[src/rtl/chroma_sc_pkg.sv]
package chroma_sc_pkg;

    typedef enum logic [1:0] {
        GATE_IDLE    = 2'd0,
        GATE_HOLDOFF = 2'd1,
        GATE_BURST   = 2'd2
    } gate_state_e;

    // Rounded num * 2^shift / den
    function automatic longint unsigned ratio_step(
        input longint unsigned num,
        input longint unsigned den,
        input int unsigned     shift
    );
        return ((num << shift) + den / 2) / den;
    endfunction

    // Rounded number of clocks in a span given in nanoseconds
    function automatic longint unsigned ns_to_clocks(
        input longint unsigned clk_hz,
        input longint unsigned ns
    );
        return (clk_hz * ns + 64'd500_000_000) / 64'd1_000_000_000;
    endfunction

    function automatic longint unsigned max2(
        input longint unsigned a,
        input longint unsigned b
    );
        return (a > b) ? a : b;
    endfunction

endpackage

[src/rtl/sc_nco.sv]
module sc_nco #(
    parameter int unsigned       ACC_W  = 32,
    parameter longint unsigned   STEP_A = 1,
    parameter longint unsigned   STEP_B = 1
) (
    input  logic             clk,
    input  logic             rst_n,
    input  logic             sel_b,
    output logic [ACC_W-1:0] acc,
    output logic             wrap
);

    localparam logic [ACC_W-1:0] STEP_A_W = STEP_A[ACC_W-1:0];
    localparam logic [ACC_W-1:0] STEP_B_W = STEP_B[ACC_W-1:0];

    logic [ACC_W-1:0] step;
    logic [ACC_W:0]   sum;

    always_comb begin
        step = sel_b ? STEP_B_W : STEP_A_W;
        sum  = {1'b0, acc} + {1'b0, step};
        wrap = sum[ACC_W];
    end

    always_ff @(posedge clk) begin
        if (!rst_n) begin
            acc <= '0;
        end else begin
            acc <= sum[ACC_W-1:0];
        end
    end

endmodule

[src/rtl/burst_gate_fsm.sv]
module burst_gate_fsm
    import chroma_sc_pkg::*;
#(
    parameter longint unsigned DLY_A = 143,
    parameter longint unsigned DLY_B = 151,
    parameter longint unsigned CYC_A = 9,
    parameter longint unsigned CYC_B = 10
) (
    input  logic clk,
    input  logic rst_n,
    input  logic line_stb,
    input  logic std_b,
    input  logic vblank,
    input  logic wrap,
    output logic burst_en
);

    localparam longint unsigned MAXV  = max2(max2(DLY_A, DLY_B), max2(CYC_A, CYC_B));
    localparam int unsigned     CNT_W = $clog2(MAXV + 1);
    localparam logic [CNT_W-1:0] DLY_A_LAST = CNT_W'(DLY_A - 1);
    localparam logic [CNT_W-1:0] DLY_B_LAST = CNT_W'(DLY_B - 1);
    localparam logic [CNT_W-1:0] CYC_A_LAST = CNT_W'(CYC_A - 1);
    localparam logic [CNT_W-1:0] CYC_B_LAST = CNT_W'(CYC_B - 1);

    gate_state_e      state, nxt;
    logic [CNT_W-1:0] cnt;
    logic             line_std;
    logic [CNT_W-1:0] dly_last, cyc_last;

    always_comb begin
        dly_last = line_std ? DLY_B_LAST : DLY_A_LAST;
        cyc_last = line_std ? CYC_B_LAST : CYC_A_LAST;
    end

    // Next-state selection
    always_comb begin
        nxt = state;
        unique case (state)
            GATE_IDLE:    nxt = GATE_IDLE;
            GATE_HOLDOFF: if (cnt == dly_last) nxt = GATE_BURST;
            GATE_BURST:   if (wrap && cnt == cyc_last) nxt = GATE_IDLE;
            default:      nxt = GATE_IDLE;
        endcase
        if (line_stb) begin
            nxt = vblank ? GATE_IDLE : GATE_HOLDOFF;
        end
    end

    // State register
    always_ff @(posedge clk) begin
        if (!rst_n) begin
            state <= GATE_IDLE;
        end else begin
            state <= nxt;
        end
    end

    // Hold-off clocks and burst wraps share one counter
    always_ff @(posedge clk) begin
        if (!rst_n) begin
            cnt      <= '0;
            line_std <= 1'b0;
        end else if (line_stb) begin
            cnt      <= '0;
            line_std <= std_b;
        end else if (state == GATE_HOLDOFF) begin
            cnt <= (nxt == GATE_BURST) ? '0 : cnt + 1'b1;
        end else if (state == GATE_BURST && wrap) begin
            cnt <= cnt + 1'b1;
        end
    end

    // Outputs
    always_comb begin
        burst_en = (state == GATE_BURST);
    end

endmodule

[src/rtl/v_sign_toggle.sv]
module v_sign_toggle (
    input  logic clk,
    input  logic rst_n,
    input  logic line_stb,
    input  logic std_b,
    output logic v_neg
);

    logic flip;

    always_ff @(posedge clk) begin
        if (!rst_n) begin
            flip <= 1'b0;
        end else if (line_stb) begin
            flip <= ~flip;
        end
    end

    always_comb begin
        v_neg = std_b & flip;
    end

endmodule

[src/rtl/chroma_sc_gate.sv]
module chroma_sc_gate
    import chroma_sc_pkg::*;
#(
    parameter longint unsigned CLK_HZ     = 27_000_000,
    parameter int unsigned     ACC_W      = 32,
    parameter int unsigned     PH_W       = 12,
    parameter longint unsigned SYNC_NS    = 4700,
    parameter longint unsigned BRZ_NS_525 = 600,
    parameter longint unsigned BRZ_NS_625 = 900,
    parameter longint unsigned CYC_525    = 9,
    parameter longint unsigned CYC_625    = 10
) (
    input  logic            clk,
    input  logic            rst_n,
    input  logic            line_stb,
    input  logic            std_625,
    input  logic            vblank,
    output logic [PH_W-1:0] sc_phase,
    output logic            burst_en,
    output logic            v_neg
);

    localparam longint unsigned STEP_525 = ratio_step(64'd315_000_000, 64'd88 * CLK_HZ, ACC_W);
    localparam longint unsigned STEP_625 = ratio_step(64'd17_734_475, 64'd4 * CLK_HZ, ACC_W);
    localparam longint unsigned DLY_525  = ns_to_clocks(CLK_HZ, SYNC_NS + BRZ_NS_525);
    localparam longint unsigned DLY_625  = ns_to_clocks(CLK_HZ, SYNC_NS + BRZ_NS_625);

    logic [ACC_W-1:0] acc;
    logic             wrap;

    sc_nco #(
        .ACC_W  (ACC_W),
        .STEP_A (STEP_525),
        .STEP_B (STEP_625)
    ) u_nco (
        .clk   (clk),
        .rst_n (rst_n),
        .sel_b (std_625),
        .acc   (acc),
        .wrap  (wrap)
    );

    burst_gate_fsm #(
        .DLY_A (DLY_525),
        .DLY_B (DLY_625),
        .CYC_A (CYC_525),
        .CYC_B (CYC_625)
    ) u_gate (
        .clk      (clk),
        .rst_n    (rst_n),
        .line_stb (line_stb),
        .std_b    (std_625),
        .vblank   (vblank),
        .wrap     (wrap),
        .burst_en (burst_en)
    );

    v_sign_toggle u_vsign (
        .clk      (clk),
        .rst_n    (rst_n),
        .line_stb (line_stb),
        .std_b    (std_625),
        .v_neg    (v_neg)
    );

    assign sc_phase = acc[ACC_W-1 -: PH_W];

endmodule

[config.mk]
export PLATFORM = sky130hd
export DESIGN_NAME = chroma_sc_gate
export DESIGN_NICKNAME = d
export VERILOG_FILES = /design/src/rtl/chroma_sc_pkg.sv /design/src/rtl/sc_nco.sv /design/src/rtl/burst_gate_fsm.sv /design/src/rtl/v_sign_toggle.sv /design/src/rtl/chroma_sc_gate.sv
export SDC_FILE = /design/constraint.sdc
export NUM_CORES = 1
export LEC_CHECK = 0
export BUFFER_PORTS_ARGS = -buffer_cell sky130_fd_sc_hd__buf_2
export CAP_MARGIN = 25
export CORE_UTILIZATION = 33
export CTS_CLUSTER_DIAMETER = 80
export CTS_CLUSTER_SIZE = 12
export DETAILED_ROUTE_END_ITERATION = 16
export PLACE_DENSITY_LB_ADDON = 0.25
export SLEW_MARGIN = 20
export SYNTH_ARGS = -nofsm -noshare
export SYNTH_HDL_FRONTEND = slang
export SYNTH_HIERARCHICAL = 1
export SYNTH_SLANG_ARGS = --single-unit
[constraint.sdc]
create_clock -name clk -period 3.2 [get_ports clk]
set_input_delay 0.32 -clock clk [delete_from_list [all_inputs] [get_ports clk]]
set_output_delay 0.32 -clock clk [all_outputs]
set_load 0.02 [all_outputs]
======== Word-level counts from Yosys, hierarchy flattened ========
Cells that the tools add are included.
storage, ports and cells
  flip-flop bits (word level) ............. 44
  bits of input ports ..................... 5
  output and inout port bits .............. 14
operators by class
  add/sub/neg operators ................... 2
  eq/ne operators ......................... 5
  multiplexer cells ....................... 11
  bitwise gates (word level) .............. 3
  reduce and logical (&&, ||, !) cells .... 4
operator list
  kind                   count
  $add A32 B32 Y33       1
  $mux W28               1
  $mux W8                3
  $eq A8 B8 Y1           2
  $add A8 B1 Y8 const B  1
  $mux W2                3
  $mux W5                1
  $eq A2 B2 Y1 const B   2
  $pmux W2 S2            1
  $eq A2 B1 Y1 const B   1
  $logic_and A1 B1 Y1    2
  $mux W1                2
  $not A1 Y1             2
  $reduce_bool A2 Y1     1
  $reduce_or A2 Y1       1
  $and A1 B1 Y1          1

======== Longest topological paths before layout ========
  word-level depth ........................ 9
  mapped depth ............................ 13
  gate-level depth less buffers ........... 13

======== Modules after synthesis ========
Netlist, hierarchy kept.
by module, submodules not included
  module          times used  cells an instance  area each (um^2)  sequential area each (um^2)
  sc_nco          1           249                2123.3            640.6
  burst_gate_fsm  1           73                 694.4             220.2
  v_sign_toggle   1           4                  42.5              20.0

======== Worst setup path before layout ========
Ideal clock, no wire load.
  path type ............................... in2reg
  from .................................... input port std_625
  to ...................................... register u_gate.cnt[4]
  arrival ................................. 3.167 ns
  data required time ...................... 3.070 ns
  path slack .............................. -0.097 ns
  stages on the path ...................... 11
  path buffers ............................ 1
  cell sequence ........................... inv_1 -> ha_1 -> clkbuf_1 -> or3b_1 -> o41ai_2 -> and3_1 -> or4b_1 -> o31ai_1 -> a21oi_1 -> o21ai_4 -> o221ai_2
on the way
  cells in the longest elaborated chain, start to end .. 9
  elaborated cells on any way between the ends .. 11
  those cells by class .................... add/sub (1); eq/ne (1); mux (6); reduce/logical (3)
RTL lines
  what                  RTL line              RTL
  start, declared       chroma_sc_gate.sv:16  input logic std_625,
  $mux W28 (*)          sc_nco.sv:20          step = sel_b ? STEP_B_W : STEP_A_W;
  $add A32 B32 Y33 (*)  sc_nco.sv:21          sum = {1'b0, acc} + {1'b0, step};
  via wrap              chroma_sc_gate.sv:29  logic wrap;
  $logic_and A1 B1 Y1   burst_gate_fsm.sv:41  GATE_BURST: if (wrap && cnt == cyc_last) nxt = GATE_IDLE;
  $mux W2               burst_gate_fsm.sv:41
  $pmux W2 S2           burst_gate_fsm.sv:38  unique case (state)
  $mux W2               burst_gate_fsm.sv:44  if (line_stb) begin
  $eq A2 B2 Y1          burst_gate_fsm.sv:67  cnt <= (nxt == GATE_BURST) ? '0 : cnt + 1'b1;
  $mux W8               burst_gate_fsm.sv:67
  $mux W8               burst_gate_fsm.sv:66  end else if (state == GATE_HOLDOFF) begin
  end signal, assigned  burst_gate_fsm.sv:67
  end signal, assigned  burst_gate_fsm.sv:69  cnt <= cnt + 1'b1;
  end, declared         burst_gate_fsm.sv:26  logic [CNT_W-1:0] cnt;
The timed path passes the listed nets; every way through them passes the cells marked *.
A chain may end at the register's enable or synchronous reset.

======== Final worst setup path ========
  from .................................... register u_nco.acc[25]
  to ...................................... register u_gate.cnt[1]
on the way
  cells in the longest elaborated chain, start to end .. 8
  elaborated cells on any way between the ends .. 10
  those cells by class .................... add/sub (1); eq/ne (1); mux (5); reduce/logical (3)
RTL lines
  what                    RTL line              RTL
  start, declared         sc_nco.sv:9           output logic [ACC_W-1:0] acc,
  start signal, assigned  sc_nco.sv:29          acc <= sum[ACC_W-1:0];
  $add A32 B32 Y33 (*)    sc_nco.sv:21
  via wrap                chroma_sc_gate.sv:29
  $logic_and A1 B1 Y1     burst_gate_fsm.sv:41
  $mux W2                 burst_gate_fsm.sv:41
  $pmux W2 S2             burst_gate_fsm.sv:38
  $mux W2                 burst_gate_fsm.sv:44
  $eq A2 B2 Y1            burst_gate_fsm.sv:67
  $mux W8                 burst_gate_fsm.sv:67
  $mux W8                 burst_gate_fsm.sv:66
Marked as above.

==> flow_summary.ini <==
[critical_path]
r2r_cells = 11
end_kind = flop
cp.depth = 11
cp_top_family = simple AND/OR/NAND/NOR gates
path_cells = ha_4, nand4_1, or3b_4, o41ai_4, and3_4, or4b_4, o31a_1, a21oi_2, o21ai_4, buf_6, a211oi_2
r2r_setup_slack_ps = 30
slowest_stage = or4b_4
cp.required_ps = 3420
path_buf_inv = 1
start_kind = flop
worstSetupPathType = flop to flop
worstPathArrival_ps = 3390
worstPathMaxFanout = 3
r2r-end = u_gate/cnt[1]
worstSetupStartpoint = u_nco/acc[25]
rr_startpoint = u_nco/acc[25]
max_stage_delay_ps = 470
crit_end = u_gate/cnt[1]

[sta]
setup-tns-final_ps = 0
slew_headroom = 0.705
period_share = 0.989
final.setup_skew_ps = 9.63
setup_viol = 0
grt_setup_unrepaired = true
fin_ws_ps = 34.8
timing.fmax_mhz = 316
slew_violations = 0
finalCriticalPeriod_ps = 3170
hold_violations = 0
worstMarginPinSlew_ps = 441

[floorplan]
fp-row-count = 33
pin_count = 19
start_util = 0.345
fp.dieH_um = 95.1
core-area_sq_mm = 0.00830
die_w_um = 95.1
dieArea_sq_mm = 0.00904

[synth]
syn_area_sq_mm = 0.00286
synth-edff-count = 0
synth_ff_type = dfxtp_1
synthesis.nets = 355
yosysTopAreaCellShare = 0.308
synth_warnings = 6
seq_area_frac_synth = 0.308
synth_area_per_cell_sq_um = 8.77
synth.area.top_cells = dfxtp_1 (31%), ha_1 (10%), xor2_1 (4.6%)
synthArstFlopShare = 0
ys_ff_latch = 44
yosysUniqueCellTypes = 63
yosys.area.top_type = dfxtp_1
syn-instance-count = 326

[route]
drc_errors = 0
vias_per_cell = 5.04
ant_nets = 0
wl_um = 6640
drt-initial-drc-count = 69
route.vias.total = 2576
firstDrtPassIters = 4
wl_per_cell_um = 13.0

[finish]
final_nets = 434
seq_area_sq_um = 883
diodes = 0
fillers = 785
final_layout_size_suffix_gt1_frac = 0.345
area_growth_pct = 32.4
multiInputGateArea_sq_mm = 0.00204

[clock_tree]
worstSkewPairLatency_ps = 300
ctsHoldBuffers = 0
path_clk_slew_ps = 90
clk_path_buf_depth = 2
cts_buffers = 5
cts_tree = yes
root_buffer = clkbuf_8
cts.htree.levels = 2
clock_sinks = 44

[power_and_ir_drop]
irDropWorstVdd_uv = 259
leakagePower_nw = 1.62
power.total_mw = 2.57
cellPowerDensity_mw_per_mm2 = 678

[placed_design]
io_buffers = 18
gp_congestion = 0.865
dp_slack_ps = -419
hpwl_um = 5060

[worst_hold_path]
hp-class = input port to flop

[global_route]
grt_use_total = 0.155
grt_antenna_before_repair = 0
grt_pass1_wl_um = 11000
grt_max_degree = 28
grt-ovfl-total = 0
grt_pass1_vias = 2377

[flow_run]
cap_viol_max_count = 0

[status]
status = completed
## kinds of logic (layout without fill, tap and decap cells)
family,Yosys count,in the layout,synth area share
compound gates,84,84,0.234
mux,3,3,0.0105
fa+ha+maj,24,24,0.105
flops,44,44,0.308
buf+inv,20,100,0.0271
xor+xnor,28,28,0.0857
simple gates,123,123,0.230
## per-stage QoR
step | std cells | area, sq um | utilization | hold slack [ps]
final | 511 | 3790 | 0.456 | 349
after detailed placement | 497 | 3490 | 0.420 | 452
after global placement | 497 | 3490 | 0.420 | 430
after floorplan | 326 | 2890 | - | 413
after CTS | 509 | 3700 | 0.446 | 332
after global routing | 511 | 3790 | 0.456 | 362
## flip-flops by register name, summed over array words and instances, names as in the netlist
signal,cells
u_nco/acc,32
u_gate/cnt,8
u_gate/line_std,1
u_vsign/flip,1
u_gate/state,2
## worst min-delay path by stage
stage,cells past startpoint,end,slack (ps),from
floorplan,1,u_nco/acc[0],410,u_nco/acc[0]
global placement,1,u_nco/acc[0],430,u_nco/acc[0]
detailed placement,1,u_nco/acc[0],450,u_nco/acc[0]
CTS,4,u_gate/state[0],330,vblank
global route,4,u_gate/state[0],360,vblank
finish,4,u_gate/state[0],350,vblank
## cells in the mapped netlist, drive strengths merged (5+ instances only)
cell,count
a211oi,5
a21o,9
a21oi,22
and2,7
dfxtp,44
ha,24
inv,13
nand2,25
nand3,7
nand4,6
nor2,33
nor2b,5
nor3,10
nor3b,5
o21a,5
o21ai,16
xnor2,13
xor2,15
## worst reg2reg max path: cells and delay by family, from the launching register on
family / cells / cell delay [ps]
buffers and inverters: 1 / 130
adders and majority gates: 1 / 270
DFF: 1 / 340
and+or+nand+nor: 4 / 1230
AOI/OAI and AO/OA: 5 / 1110
## cell usage in the layout, fill, tap and decap left out, types with 3 or more instances in the layout
master and n:
a21oi_1 18, a211oi_2 3, inv_1 12, nand2_1 24, ha_1 18, nand3_1 7, dfxtp_1 42, and3_4 3
clkbuf_8 5, buf_2 17, nor3b_1 4, a21o_1 8, o21ai_0 11, mux2i_1 3, nor2_1 31, or2_2 4
a31o_2 3, a21oi_2 4, nand4_1 6, nor3_1 9, buf_4 58, o21a_1 5, o21bai_1 3, ha_4 6
xor2_1 15, nand2b_1 3, xnor2_1 13, and2_1 6, nor2b_1 4
## report_power, final
group	leakage, nW	switching (mW)	internal, mW
Combinational	1.20	0.684	0.683
Sequential	0.364	0.0902	0.678
Clock	0.0541	0.200	0.231
Total	1.62	0.974	1.59
## routing by layer
metal / global-route usage / share of wire / vias to the layer above
met5: 0 / 0 / -
li1: - / - / 1335
met1: 0.208 / 0.49 / 1196
met4: 0.0505 / 0.019 / 0
met2: 0.251 / 0.46 / 36
met3: 0.0279 / 0.029 / 9
## layout make-up
type,count,area share
Sequential cell,44,0.233
Clock inverter,3,0.0112
Clock buffer,5,0.0182
Tap cell,105,0.0347
Inverter,14,0.0149
Multi-Input combinational cell,262,0.539
Timing Repair Buffer,78,0.149
## repair_timing
action                                 4_1_cts  5_1_grt
pin swaps                                   13        8
setup buffers                                4        2
endpoints found under the hold margin        0        0
resized for setup                           10       15
setup endpoints to repair                    8        8
(Power assumes the default switching activity.)
